--- config.mk ---
export PLATFORM = sky130hd
export DESIGN_NAME = idle_pwr_ctrl
export DESIGN_NICKNAME = d
export VERILOG_FILES = /design/src/rtl/idle_pkg.sv /design/src/rtl/idle_wake_detect.sv /design/src/rtl/idle_rst_seq.sv /design/src/rtl/idle_pwr_ctrl.sv
export SDC_FILE = /design/constraint.sdc
export NUM_CORES = 1
export LEC_CHECK = 0
export BUFFER_PORTS_ARGS = -buffer_cell sky130_fd_sc_hd__buf_2
export CORE_MARGIN = 3
export CORE_UTILIZATION = 48
export CTS_CLUSTER_SIZE = 30
export DETAILED_ROUTE_END_ITERATION = 10
export MAX_ROUTING_LAYER = met4
export PLACE_DENSITY_LB_ADDON = 0.1
export SETUP_SLACK_MARGIN = 0.15
export SYNTH_ARGS = -nofsm -noshare
export SYNTH_HDL_FRONTEND = slang
export SYNTH_SLANG_ARGS = --single-unit
export TNS_END_PERCENT = 30
--- constraint.sdc ---
create_clock -name clk_i -period 1.7 [get_ports clk_i]
set_input_delay 0.17 -clock clk_i [delete_from_list [all_inputs] [get_ports clk_i]]
set_output_delay 0.17 -clock clk_i [all_outputs]
set_load 0.01 [all_outputs]
--- src/rtl/idle_pkg.sv ---
package idle_pkg;

    localparam int PCON_W   = 8;
    localparam int IDLE_BIT = 0;

    typedef enum logic [1:0] {
        PH_STARTUP = 2'd0,
        PH_RESET   = 2'd1,
        PH_RUN     = 2'd2
    } phase_e;

    typedef struct packed {
        logic [PCON_W-2:0] flags;
        logic              idle;
    } pcon_t;

endpackage

--- src/rtl/idle_wake_detect.sv ---
module idle_wake_detect #(
    parameter int NUM_IRQ = 4
) (
    input  logic [NUM_IRQ-1:0] irq_req_i,
    input  logic [NUM_IRQ-1:0] irq_en_i,
    input  logic               irq_gen_i,
    output logic               wake_o
);

    logic [NUM_IRQ-1:0] qual;

    for (genvar i = 0; i < NUM_IRQ; i++) begin : g_qual
        assign qual[i] = irq_req_i[i] & irq_en_i[i];
    end

    assign wake_o = irq_gen_i & (|qual);

endmodule

--- src/rtl/idle_rst_seq.sv ---
module idle_rst_seq
    import idle_pkg::*;
#(
    parameter int STARTUP_CLKS = 64,
    parameter int MC_CLKS      = 12,
    parameter int RST_MCYC     = 2
) (
    input  logic   clk_i,
    input  logic   por_n_i,
    input  logic   rst_req_i,
    output phase_e phase_o
);

    localparam int RST_CLKS = MC_CLKS * RST_MCYC;
    localparam int MAX_CLKS = (STARTUP_CLKS > RST_CLKS) ? STARTUP_CLKS : RST_CLKS;
    localparam int CNT_W    = $clog2(MAX_CLKS + 1);
    localparam logic [CNT_W-1:0] SU_LAST  = CNT_W'(STARTUP_CLKS - 1);
    localparam logic [CNT_W-1:0] RST_LAST = CNT_W'(RST_CLKS - 1);

    typedef struct packed {
        phase_e           phase;
        logic [CNT_W-1:0] cnt;
    } seq_t;

    seq_t s_d, s_q;

    always_comb begin
        s_d = s_q;
        unique case (s_q.phase)
            PH_STARTUP: begin
                if (s_q.cnt == SU_LAST) begin
                    s_d.phase = PH_RESET;
                    s_d.cnt   = '0;
                end else begin
                    s_d.cnt = s_q.cnt + 1'b1;
                end
            end
            PH_RESET: begin
                if (rst_req_i) begin
                    s_d.cnt = '0;
                end else if (s_q.cnt == RST_LAST) begin
                    s_d.phase = PH_RUN;
                    s_d.cnt   = '0;
                end else begin
                    s_d.cnt = s_q.cnt + 1'b1;
                end
            end
            default: begin
                if (rst_req_i) begin
                    s_d.phase = PH_RESET;
                    s_d.cnt   = '0;
                end
            end
        endcase
    end

    always_ff @(posedge clk_i or negedge por_n_i) begin
        if (!por_n_i) begin
            s_q.phase <= PH_STARTUP;
            s_q.cnt   <= '0;
        end else begin
            s_q <= s_d;
        end
    end

    assign phase_o = s_q.phase;

    AST_STARTUP_IGNORES_RST: assert property (@(posedge clk_i) disable iff (!por_n_i)
        (s_q.phase == PH_STARTUP && rst_req_i && s_q.cnt != SU_LAST) |=> (phase_o == PH_STARTUP));

    AST_RUN_RST_ENTRY: assert property (@(posedge clk_i) disable iff (!por_n_i)
        (phase_o == PH_RUN && rst_req_i) |=> (phase_o == PH_RESET));

endmodule

--- src/rtl/idle_pwr_ctrl.sv ---
module idle_pwr_ctrl
    import idle_pkg::*;
#(
    parameter int NUM_IRQ      = 4,
    parameter int STARTUP_CLKS = 64,
    parameter int MC_CLKS      = 12,
    parameter int RST_MCYC     = 2
) (
    input  logic               clk_i,
    input  logic               por_n_i,
    input  logic               ext_rst_i,
    input  logic               wdt_rst_i,
    input  logic               reg_we_i,
    input  logic [7:0]         reg_wdata_i,
    output logic [7:0]         reg_rdata_o,
    input  logic [NUM_IRQ-1:0] irq_req_i,
    input  logic [NUM_IRQ-1:0] irq_en_i,
    input  logic               irq_gen_i,
    output logic               cpu_clk_en_o,
    output logic               per_clk_en_o,
    output logic               int_rst_o,
    output logic               idle_o
);

    logic   wake;
    logic   rst_req;
    logic   rst_hit;
    phase_e phase;
    pcon_t  pcon_d, pcon_q;

    assign rst_req = ext_rst_i | wdt_rst_i;

    idle_wake_detect #(
        .NUM_IRQ (NUM_IRQ)
    ) wake_i (
        .irq_req_i (irq_req_i),
        .irq_en_i  (irq_en_i),
        .irq_gen_i (irq_gen_i),
        .wake_o    (wake)
    );

    idle_rst_seq #(
        .STARTUP_CLKS (STARTUP_CLKS),
        .MC_CLKS      (MC_CLKS),
        .RST_MCYC     (RST_MCYC)
    ) seq_i (
        .clk_i     (clk_i),
        .por_n_i   (por_n_i),
        .rst_req_i (rst_req),
        .phase_o   (phase)
    );

    assign rst_hit = rst_req && (phase != PH_STARTUP);

    always_comb begin
        pcon_d = pcon_q;
        if (rst_hit || phase != PH_RUN) begin
            pcon_d = '0;
        end else if (pcon_q.idle) begin
            if (wake) begin
                pcon_d.idle = 1'b0;
            end
        end else if (reg_we_i) begin
            pcon_d = pcon_t'(reg_wdata_i);
        end
    end

    always_ff @(posedge clk_i or negedge por_n_i) begin
        if (!por_n_i) begin
            pcon_q <= '0;
        end else begin
            pcon_q <= pcon_d;
        end
    end

    assign reg_rdata_o  = pcon_q;
    assign idle_o       = pcon_q.idle;
    assign per_clk_en_o = (phase != PH_STARTUP);
    assign cpu_clk_en_o = (phase != PH_STARTUP) && !pcon_q.idle;
    assign int_rst_o    = (phase != PH_RUN);

    AST_IDLE_ENTRY: assert property (@(posedge clk_i) disable iff (!por_n_i)
        (!int_rst_o && !idle_o && !rst_req && reg_we_i && reg_wdata_i[IDLE_BIT]) |=> idle_o);

    AST_IDLE_ENABLES: assert property (@(posedge clk_i) disable iff (!por_n_i)
        idle_o |-> (!cpu_clk_en_o && per_clk_en_o));

    AST_WAKE_RESUME: assert property (@(posedge clk_i) disable iff (!por_n_i)
        (idle_o && wake && !rst_req) |=> (!idle_o && cpu_clk_en_o && !int_rst_o));

    AST_NO_SPURIOUS_WAKE: assert property (@(posedge clk_i) disable iff (!por_n_i)
        (idle_o && !wake && !rst_req) |=> idle_o);

    AST_RST_ENDS_IDLE: assert property (@(posedge clk_i) disable iff (!por_n_i)
        (idle_o && rst_req) |=> (int_rst_o && !idle_o));

endmodule

### Yosys cells after proc, flatten, opt, wreduce, memory -nomap -nowiden

Index checks and enable logic that the tools add are counted.

* add/sub/neg operators: 1
* equal/unequal tests: 8
* mux-type cells: 13
* bitwise logic cells: 6
* reduce and logical (&&, ||, !) cells: 11

Operators with widths (number)
* 7-bit 2-to-1 mux: 4
* 9-bit case mux with 2 select lines: 1
* 8-bit 2-to-1 mux: 2
* 9-bit 2-to-1 mux: 1
* 7-bit by 1-bit adder with 7-bit output (second input constant): 1
* 7-bit by 5-bit == test with 1-bit output (second input constant): 1
* 7-bit by 6-bit == test with 1-bit output (second input constant): 1
* 2-bit 2-to-1 mux: 3
* 2-bit by 1-bit inequality test with 1-bit output (second input constant): 3
* 1-bit AND: 5
* 2-bit inequality test (second input constant): 2
* 4-bit AND reduction: 1
* 2-bit nonzero test: 2
* 4-bit OR reduction: 1
* 3-bit nonzero test: 1
* 2-bit by 1-bit == test with 1-bit output (second input constant): 1
* 1-bit logical AND: 2
* 2-bit logical NOT: 1
* 1-bit 2-to-1 mux: 2
* 2-bit AND reduction: 1
* 1-bit logical NOT: 1
* 1-bit logical OR: 1
* 1-bit bitwise OR: 1

* register bits: 17
* input port bits: 22

### Depth between registers and ports, before layout

Gate-level depths: netlist of run 1.

* depth after elaboration: 6
* depth in mapped cells: 5
* depth with buffers taken out: 5

### By module

A second synthesis of run 1 with hierarchy kept.

* cells, all modules: 96
* area total of the unflattened synthesis: 932.1 µm²

Modules (own cells, without submodules)
* idle_rst_seq: instances 1, cells an instance 59, area an instance 533.0 µm²
* idle_pwr_ctrl: instances 1, cells an instance 34, area an instance 376.6 µm²
* idle_wake_detect: instances 1, cells an instance 3, area an instance 22.5 µm²

### Worst setup path after synthesis of run 1

Ideal clock, no wire load.

* path kind: reg-to-reg
* start point: register seq_i.s_q[0] (netlist bit)
* end point: register seq_i.s_q[5] (netlist bit)
* setup time: 134 ps
* data arrival time: 1232 ps
* required time: 1566 ps
* path slack: 334 ps
* stages on the path, launching flop included: 6
* path buffers: 0
* clock period less this slack: 1366 ps
* cells stage by stage: dfrtp_1 ha_1 nand3_1 o31a_1 nor2_1 o211ai_1

* word-level cells in the longest chain between the ends: 4

RTL lines
* start, declared: line idle_rst_seq.sv:25 `seq_t s_d, s_q;`
* 7-bit by 1-bit adder with 7-bit output or 7-bit by 5-bit == test with 1-bit output (tied branches): line idle_rst_seq.sv:35, idle_rst_seq.sv:45, idle_rst_seq.sv:41
* 7-bit 2-to-1 mux: line idle_rst_seq.sv:41 `end else if (s_q.cnt == RST_LAST) begin`
* 7-bit 2-to-1 mux: line idle_rst_seq.sv:39 `if (rst_req_i) begin`
* 9-bit case mux with 2 select lines (*): line idle_rst_seq.sv:29 `unique case (s_q.phase)`

Mark *: on every way between the ends. The rest lies on a longest branch, timed or not.
A chain may end at the register's enable or synchronous reset.

### Worst setup path after layout of run 1

Same ends and word-level chain as after synthesis.

==> impl_metrics.ini, run 1 <==
[clock_network]
cts_made_buffers = 3
cts_root_buffer = clkbuf_4
h-tree-depth = 1
clkSinkCount = 17
tritoncts = built
clock_latency_ps = 300
clk_pin_slew_ps = 90
cts_buffer_depth = 2

[routing]
wl_um = 2260
post_drt_wl_per_cell_um = 13.6
firstDrtPassIters = 4
vias_per_cell = 5.72
detail_route.iter0.violations = 32
route.vias.total = 949
drc = 0
ant_nets = 0

[place]
gp_congestion = 0.830
dp_hpwl_um = 1630
io_buffers = 33

[timing]
fin_worst_skew_ps = 2.53
max_slew_margin = 0.726
fin_crit_sh = 0.868
tightest_slew_ps = 411
finalHoldViolCount = 0
timing.hold.ws_ps = 73.0
grt_setup_unrepaired = yes
final.min_clock_period_ps = 1480
maxClockFrequency_ghz = 0.678
setup_violations = 0
finalMaxSlewViolations = 0
finalSetupTns_ps = 0

[synth]
syn_avg_cell_area_um2 = 9.04
syn_area_um2 = 940
synth_top_area_frac = 0.453
synthFlopType = dfrtp_1
yosysWarnings = 0
yosysUniqueCellTypes = 32
synth_area_leaders = dfrtp_1 45%, mux2i_1 7.5%, nor2_1 4.8%
synth_edf_count = 0
syn_inst = 104
syn_nets = 127
ys_seq_elements = 17
synth_area_leader_cell = dfrtp_1
async_flop_share = 1.00
seq_area_frac_synth = 0.453

[worst_setup_path]
critical_path_class = reg -> reg
cp_slowest_cell = dfrtp_1
critPathTopFamily = compound AO/OA/AOI/OAI gates
crit_fanout = 5
crit_required_ps = 1880
crit_buf_inv = 0
max_stage_delay_ps = 410
end_kind = register
start_kind = register
worstPathCellList = ha_2 -> nand3_2 -> o31a_1 -> o21ai_0 -> o211ai_1
worstPathArrival_ps = 1650

[global_routing]
grt_pass1_wl_um = 3760
grt_pass1_vias = 847
grt_overflow = 0
grt_antenna_before_repair = 0
grt_usage = 0.201
grt_max_degree = 18

[floorplanning]
io_pins = 34
initial_core_util = 0.527
die-area_um2 = 2520
coreArea_um2 = 1780
row_count = 15
die_x_um = 50.2
fp.dieH_um = 50.2

[power]
power_leakage_nw = 0.546
p_per_area_nw_per_um2 = 583
finalPower_mw = 0.704
irDropWorstVdd_mv = 0.434

[finish]
layout.nets = 165
drive_above_1_share = 0.348
diodes = 0
synthToLayoutAreaGrowth_pct = 28.5

[hold_path]
hold_class = in -> reg

[run]
max-cap-violations = 0

[run_status]
status = finished, final reports clean
-- cell families after synthesis --
| family | after synthesis | synth area share |
|---|---|---|
| muxes | 8 | 0.0866 |
| AOI/OAI and AO/OA | 26 | 0.174 |
| DFF | 17 | 0.453 |
| and+or+nand+nor | 41 | 0.212 |
| buffers and inverters | 9 | 0.0426 |
| adders and majority gates | 1 | 0.0133 |
| xor gates and xnor gates | 2 | 0.0186 |
-- layout by cell type, fill, tap and decap left out, types with 3 or more instances in the layout --
cell      count
o21ai_1       3
buf_4         4
nor3_1        4
a21oi_1       7
mux2i_1       7
nand2_1      11
o21ai_0       3
buf_2        33
o22ai_1       3
clkbuf_4      3
inv_1         4
nand3_1       5
dfrtp_1      17
nor2_1       11
-- synthesized netlist by cell type (3+ instances only) --
cell type / instances
a21oi_1: 7
dfrtp_1: 17
inv_1: 4
mux2i_1: 7
nand2_1: 11
nand3_1: 6
nor2_1: 12
nor3_1: 5
o21ai_0: 3
o21ai_1: 3
o22ai_1: 3
-- registers in the layout, indices dropped and copies added, names as in the netlist --
signal / count
reg_rdata_o: 7
seq_i.s_q: 7
seq_i.phase_o: 2
idle_o: 1
-- power breakdown --
group | internal, mW | switching [mW] | leakage, nW
clock network | 0.0915 | 0.130 | 0.0150
logic | 0.0378 | 0.0360 | 0.300
registers | 0.406 | 0.00214 | 0.231
-- final cells by class --
class | instances | area, um2
clock buffer | 4 | 26.3
timing repair buffer | 38 | 205
inverter | 4 | 15.0
multi-input combinational | 78 | 504
fill | 153 | 576
sequential | 17 | 425
tap | 25 | 31.3
-- through the flow --
stage	area [um2]	setup slack (ps)	instances	util
2_1_floorplan	940	334	104	-
3_3_place_gp	1130	221	159	0.632
3_5_place_dp	1130	191	159	0.632
4_1_cts	1160	170	164	0.652
5_1_grt	1210	150	166	0.677
6_report	1210	225	166	0.677
-- worst register-to-register path, cell delays in order, from the launching register on --
cell and delay (ps):
dfrtp_1 410, ha_2 250, nand3_2 120, o31a_1 290
o21ai_0 190, o211ai_1 100
-- routing by layer --
layer	routed length, um	GRT usage	vias to the layer above	share of wire
met4	55	0.0968	0	0.024
li1	-	-	452	-
met2	1070	0.320	58	0.47
met5	0	-	-	0
met3	218	0.0415	7	0.097
met1	912	0.243	432	0.40
-- path summary, 6_finish.rpt --
kind | from | to | slack, ps | cells past startpoint
min in group asynchronous | por_n_i | reg_rdata_o[5]$_DFFE_PN0P_ | 320 | 2
worst min register to register | reg_rdata_o[3]$_DFFE_PN0P_ | reg_rdata_o[3]$_DFFE_PN0P_ | 530 | 2
worst min-delay path | ext_rst_i | seq_i.phase_o[1]$_DFFE_PN0P_ | 70 | 2
worst max register to register | seq_i.s_q[0]$_DFFE_PN0P_ | seq_i.s_q[5]$_DFFE_PN0P_ | 220 | 5
worst max-delay path | seq_i.s_q[0]$_DFFE_PN0P_ | seq_i.s_q[5]$_DFFE_PN0P_ | 220 | 5
max in group asynchronous | por_n_i | seq_i.s_q[0]$_DFFE_PN0P_ | 1110 | 2
-- repair_timing --
item | CTS | global route
setup buffers | 0 | 2
endpoints found under the setup margin | 0 | 7
hold buffers | 1 | 0
endpoints found under the hold margin | 17 | 0
resized for setup | 0 | 6
Power figures use the tool's default switching activity.
==> run 2: changes to the inputs <==
--- a/config.mk
+++ b/config.mk
@@ -5,6 +5,7 @@
 export SDC_FILE = /design/constraint.sdc
 export NUM_CORES = 1
 export LEC_CHECK = 0
+export ABC_AREA = 1
 export BUFFER_PORTS_ARGS = -buffer_cell sky130_fd_sc_hd__buf_2
 export CORE_MARGIN = 3
 export CORE_UTILIZATION = 48
==> impl_metrics.ini, run 2 <==
[clock_network]
cts_setup_buffers = 0
h-tree-depth = 1
cts_made_buffers = 3
clock_latency_ps = 300
clkSinkCount = 17
cts_buffer_depth = 2
tritoncts = built
cts_root_buffer = clkbuf_4
clk_pin_slew_ps = 100

[synth]
syn_avg_cell_area_um2 = 7.53
seq_area_frac_synth = 0.449
async_flop_share = 1.00
yosysWarnings = 0
synth_area_leader_cell = dfrtp_1
synth_area_leaders = dfrtp_1 45%, nand2_1 20%, nand2_2 5.3%
synthFlopType = dfrtp_1
synth.most_common_cell = nand2_1
syn_area_um2 = 948
yosysUniqueCellTypes = 23
ys_seq_elements = 17
syn_inst = 126
ys_top_cells_by_count = 50 x nand2_1, 17 x dfrtp_1, 12 x nor2_1, 9 x a21oi_1, 8 x nand2_2
synth_top_area_frac = 0.449
synth_edf_count = 0
syn_nets = 149

[floorplanning]
row_count = 15
initial_core_util = 0.526
die_x_um = 50.5
die-area_um2 = 2550
io_pins = 34
coreArea_um2 = 1800
fp.dieH_um = 50.5

[global_routing]
grt_pass1_wl_um = 3820
grt_max_degree = 18
grt_overflow = 0
grt_pass1_vias = 879
grt_usage = 0.199
grt_antenna_before_repair = 0

[timing]
tightest_slew_ps = 377
finalHoldViolCount = 0
max_slew_margin = 0.748
timing.hold.ws_ps = 106
finalMaxSlewViolations = 0
finalSetupTns_ps = 0
fin_worst_skew_ps = 1.75
fin_crit_sh = 0.813
setup_violations = 0
fin_ws_ps = 317
final.min_clock_period_ps = 1380
maxClockFrequency_ghz = 0.723
grt_setup_unrepaired = no

[worst_setup_path]
critical_path_class = reg -> out
crit_fanout = 7
worstPathArrival_ps = 1210
max_stage_delay_ps = 490
end_kind = output port
start_kind = register
cp_slowest_cell = dfrtp_1
worstPathCellList = nor2_2 -> inv_1 -> buf_2
crit_required_ps = 1530

[routing]
wl_um = 2160
drc = 0
post_drt_wl_per_cell_um = 11.5
ant_nets = 0
detail_route.iter0.violations = 11
wl_met2_um = 1040
dr_wl_met3_um = 117
firstDrtPassIters = 4
vias_per_cell = 4.81
wl_met1_um = 983
route.vias.total = 899
top_layer_used = met4

[finish]
multiInputGateArea_um2 = 464
seq_area_um2 = 425
diodes = 0
n_fill_cell = 184
final_util = 0.649
layout.nets = 186
final_cells = 187
synthToLayoutAreaGrowth_pct = 23.4
layout_commonest_cell = nand2_1
drive_above_1_share = 0.333
final_cell_mix = 50 x nand2_1, 33 x buf_2, 17 x dfrtp_1

[power]
p_per_area_nw_per_um2 = 579
power_leakage_nw = 0.644
irDropWorstVdd_mv = 0.382

[place]
dp_hpwl_um = 1680
io_buffers = 33
gp_congestion = 0.834
pre_cts_ws_ps = 393
placed_cells = 182

[run]
max-cap-violations = 0

[run_status]
status = finished, final reports clean

[hold_path]
hold_class = in -> reg
[run 2: changes by cell type after synthesis, moves of 3 or more]
cell | before | now
mux2i_1 | 7 | 0
o22ai_1 | 3 | 0
nand2_2 | 0 | 8
nor3_1 | 5 | 0
nand2_1 | 11 | 50
o21ai_1 | 3 | 0
[run 2: what timing repair did]
| item | in CTS | in global routing |
|---|---|---|
| gates resized for setup | 0 | 1 |
| hold endpoints to repair | 17 | 0 |
| hold buffers | 1 | 0 |
| endpoints found under the setup margin | 0 | 1 |
[run 2: stage by stage]
step	total power, mW	cell area (um2)
floorplan	0.426	948
global placement	0.461	1130
detailed placement	0.462	1130
CTS	0.689	1170
global route	0.708	1170
finish	0.677	1170
[run 2: area by class of cell]
type,instances,area share
Timing Repair Buffer,34,0.150
Multi-Input combinational cell,96,0.397
Tap cell,25,0.0267
Clock buffer,3,0.0193
Clock inverter,1,0.00428
Sequential cell,17,0.364
Inverter,11,0.0396
[run 2: final timing paths]
kind / start / depth (start not counted) / end / slack, ps
min in group asynchronous: por_n_i / 2 / seq_i.s_q[3]$_DFFE_PN0P_ / 300
hold / removal: reg_wdata_i[1] / 3 / reg_rdata_o[1]$_DFFE_PN0P_ / 110
max in group asynchronous: por_n_i / 2 / reg_rdata_o[4]$_DFFE_PN0P_ / 1120
setup reg to reg: seq_i.s_q[0]$_DFFE_PN0P_ / 8 / seq_i.s_q[3]$_DFFE_PN0P_ / 370
hold reg to reg: reg_rdata_o[4]$_DFFE_PN0P_ / 2 / reg_rdata_o[4]$_DFFE_PN0P_ / 530
setup / recovery: seq_i.phase_o[1]$_DFFE_PN0P_ / 3 / per_clk_en_o / 320
[run 2: layer usage]
| layer | GRT usage | vias up |
|---|---|---|
| met5 | - | - |
| met3 | 0.0682 | 3 |
| met2 | 0.326 | 24 |
| met1 | 0.243 | 410 |
| met4 | 0.0314 | 0 |
| li1 | - | 462 |
[run 2: cells by family after synthesis]
group / Yosys count / synth area share
buf+inv: 13 / 0.0646
simple gates: 81 / 0.387
flops: 17 / 0.449
fa+ha+maj: 1 / 0.0132
compound gates: 12 / 0.0686
xor+xnor: 2 / 0.0185
[run 2: worst max-delay path: cells and delay by family, from the launching register on]
family	cells	cell delay [ps]
buf+inv	2	220
flops	1	490
simple gates	1	200
[run 2: power by group]
part	internal [mW]	switching [mW]	leakage (nW)	total, mW
clock	0.0878	0.134	0.0177	0.222
combinational	0.0239	0.0271	0.403	0.0510
sequential	0.404	0	0.223	0.404
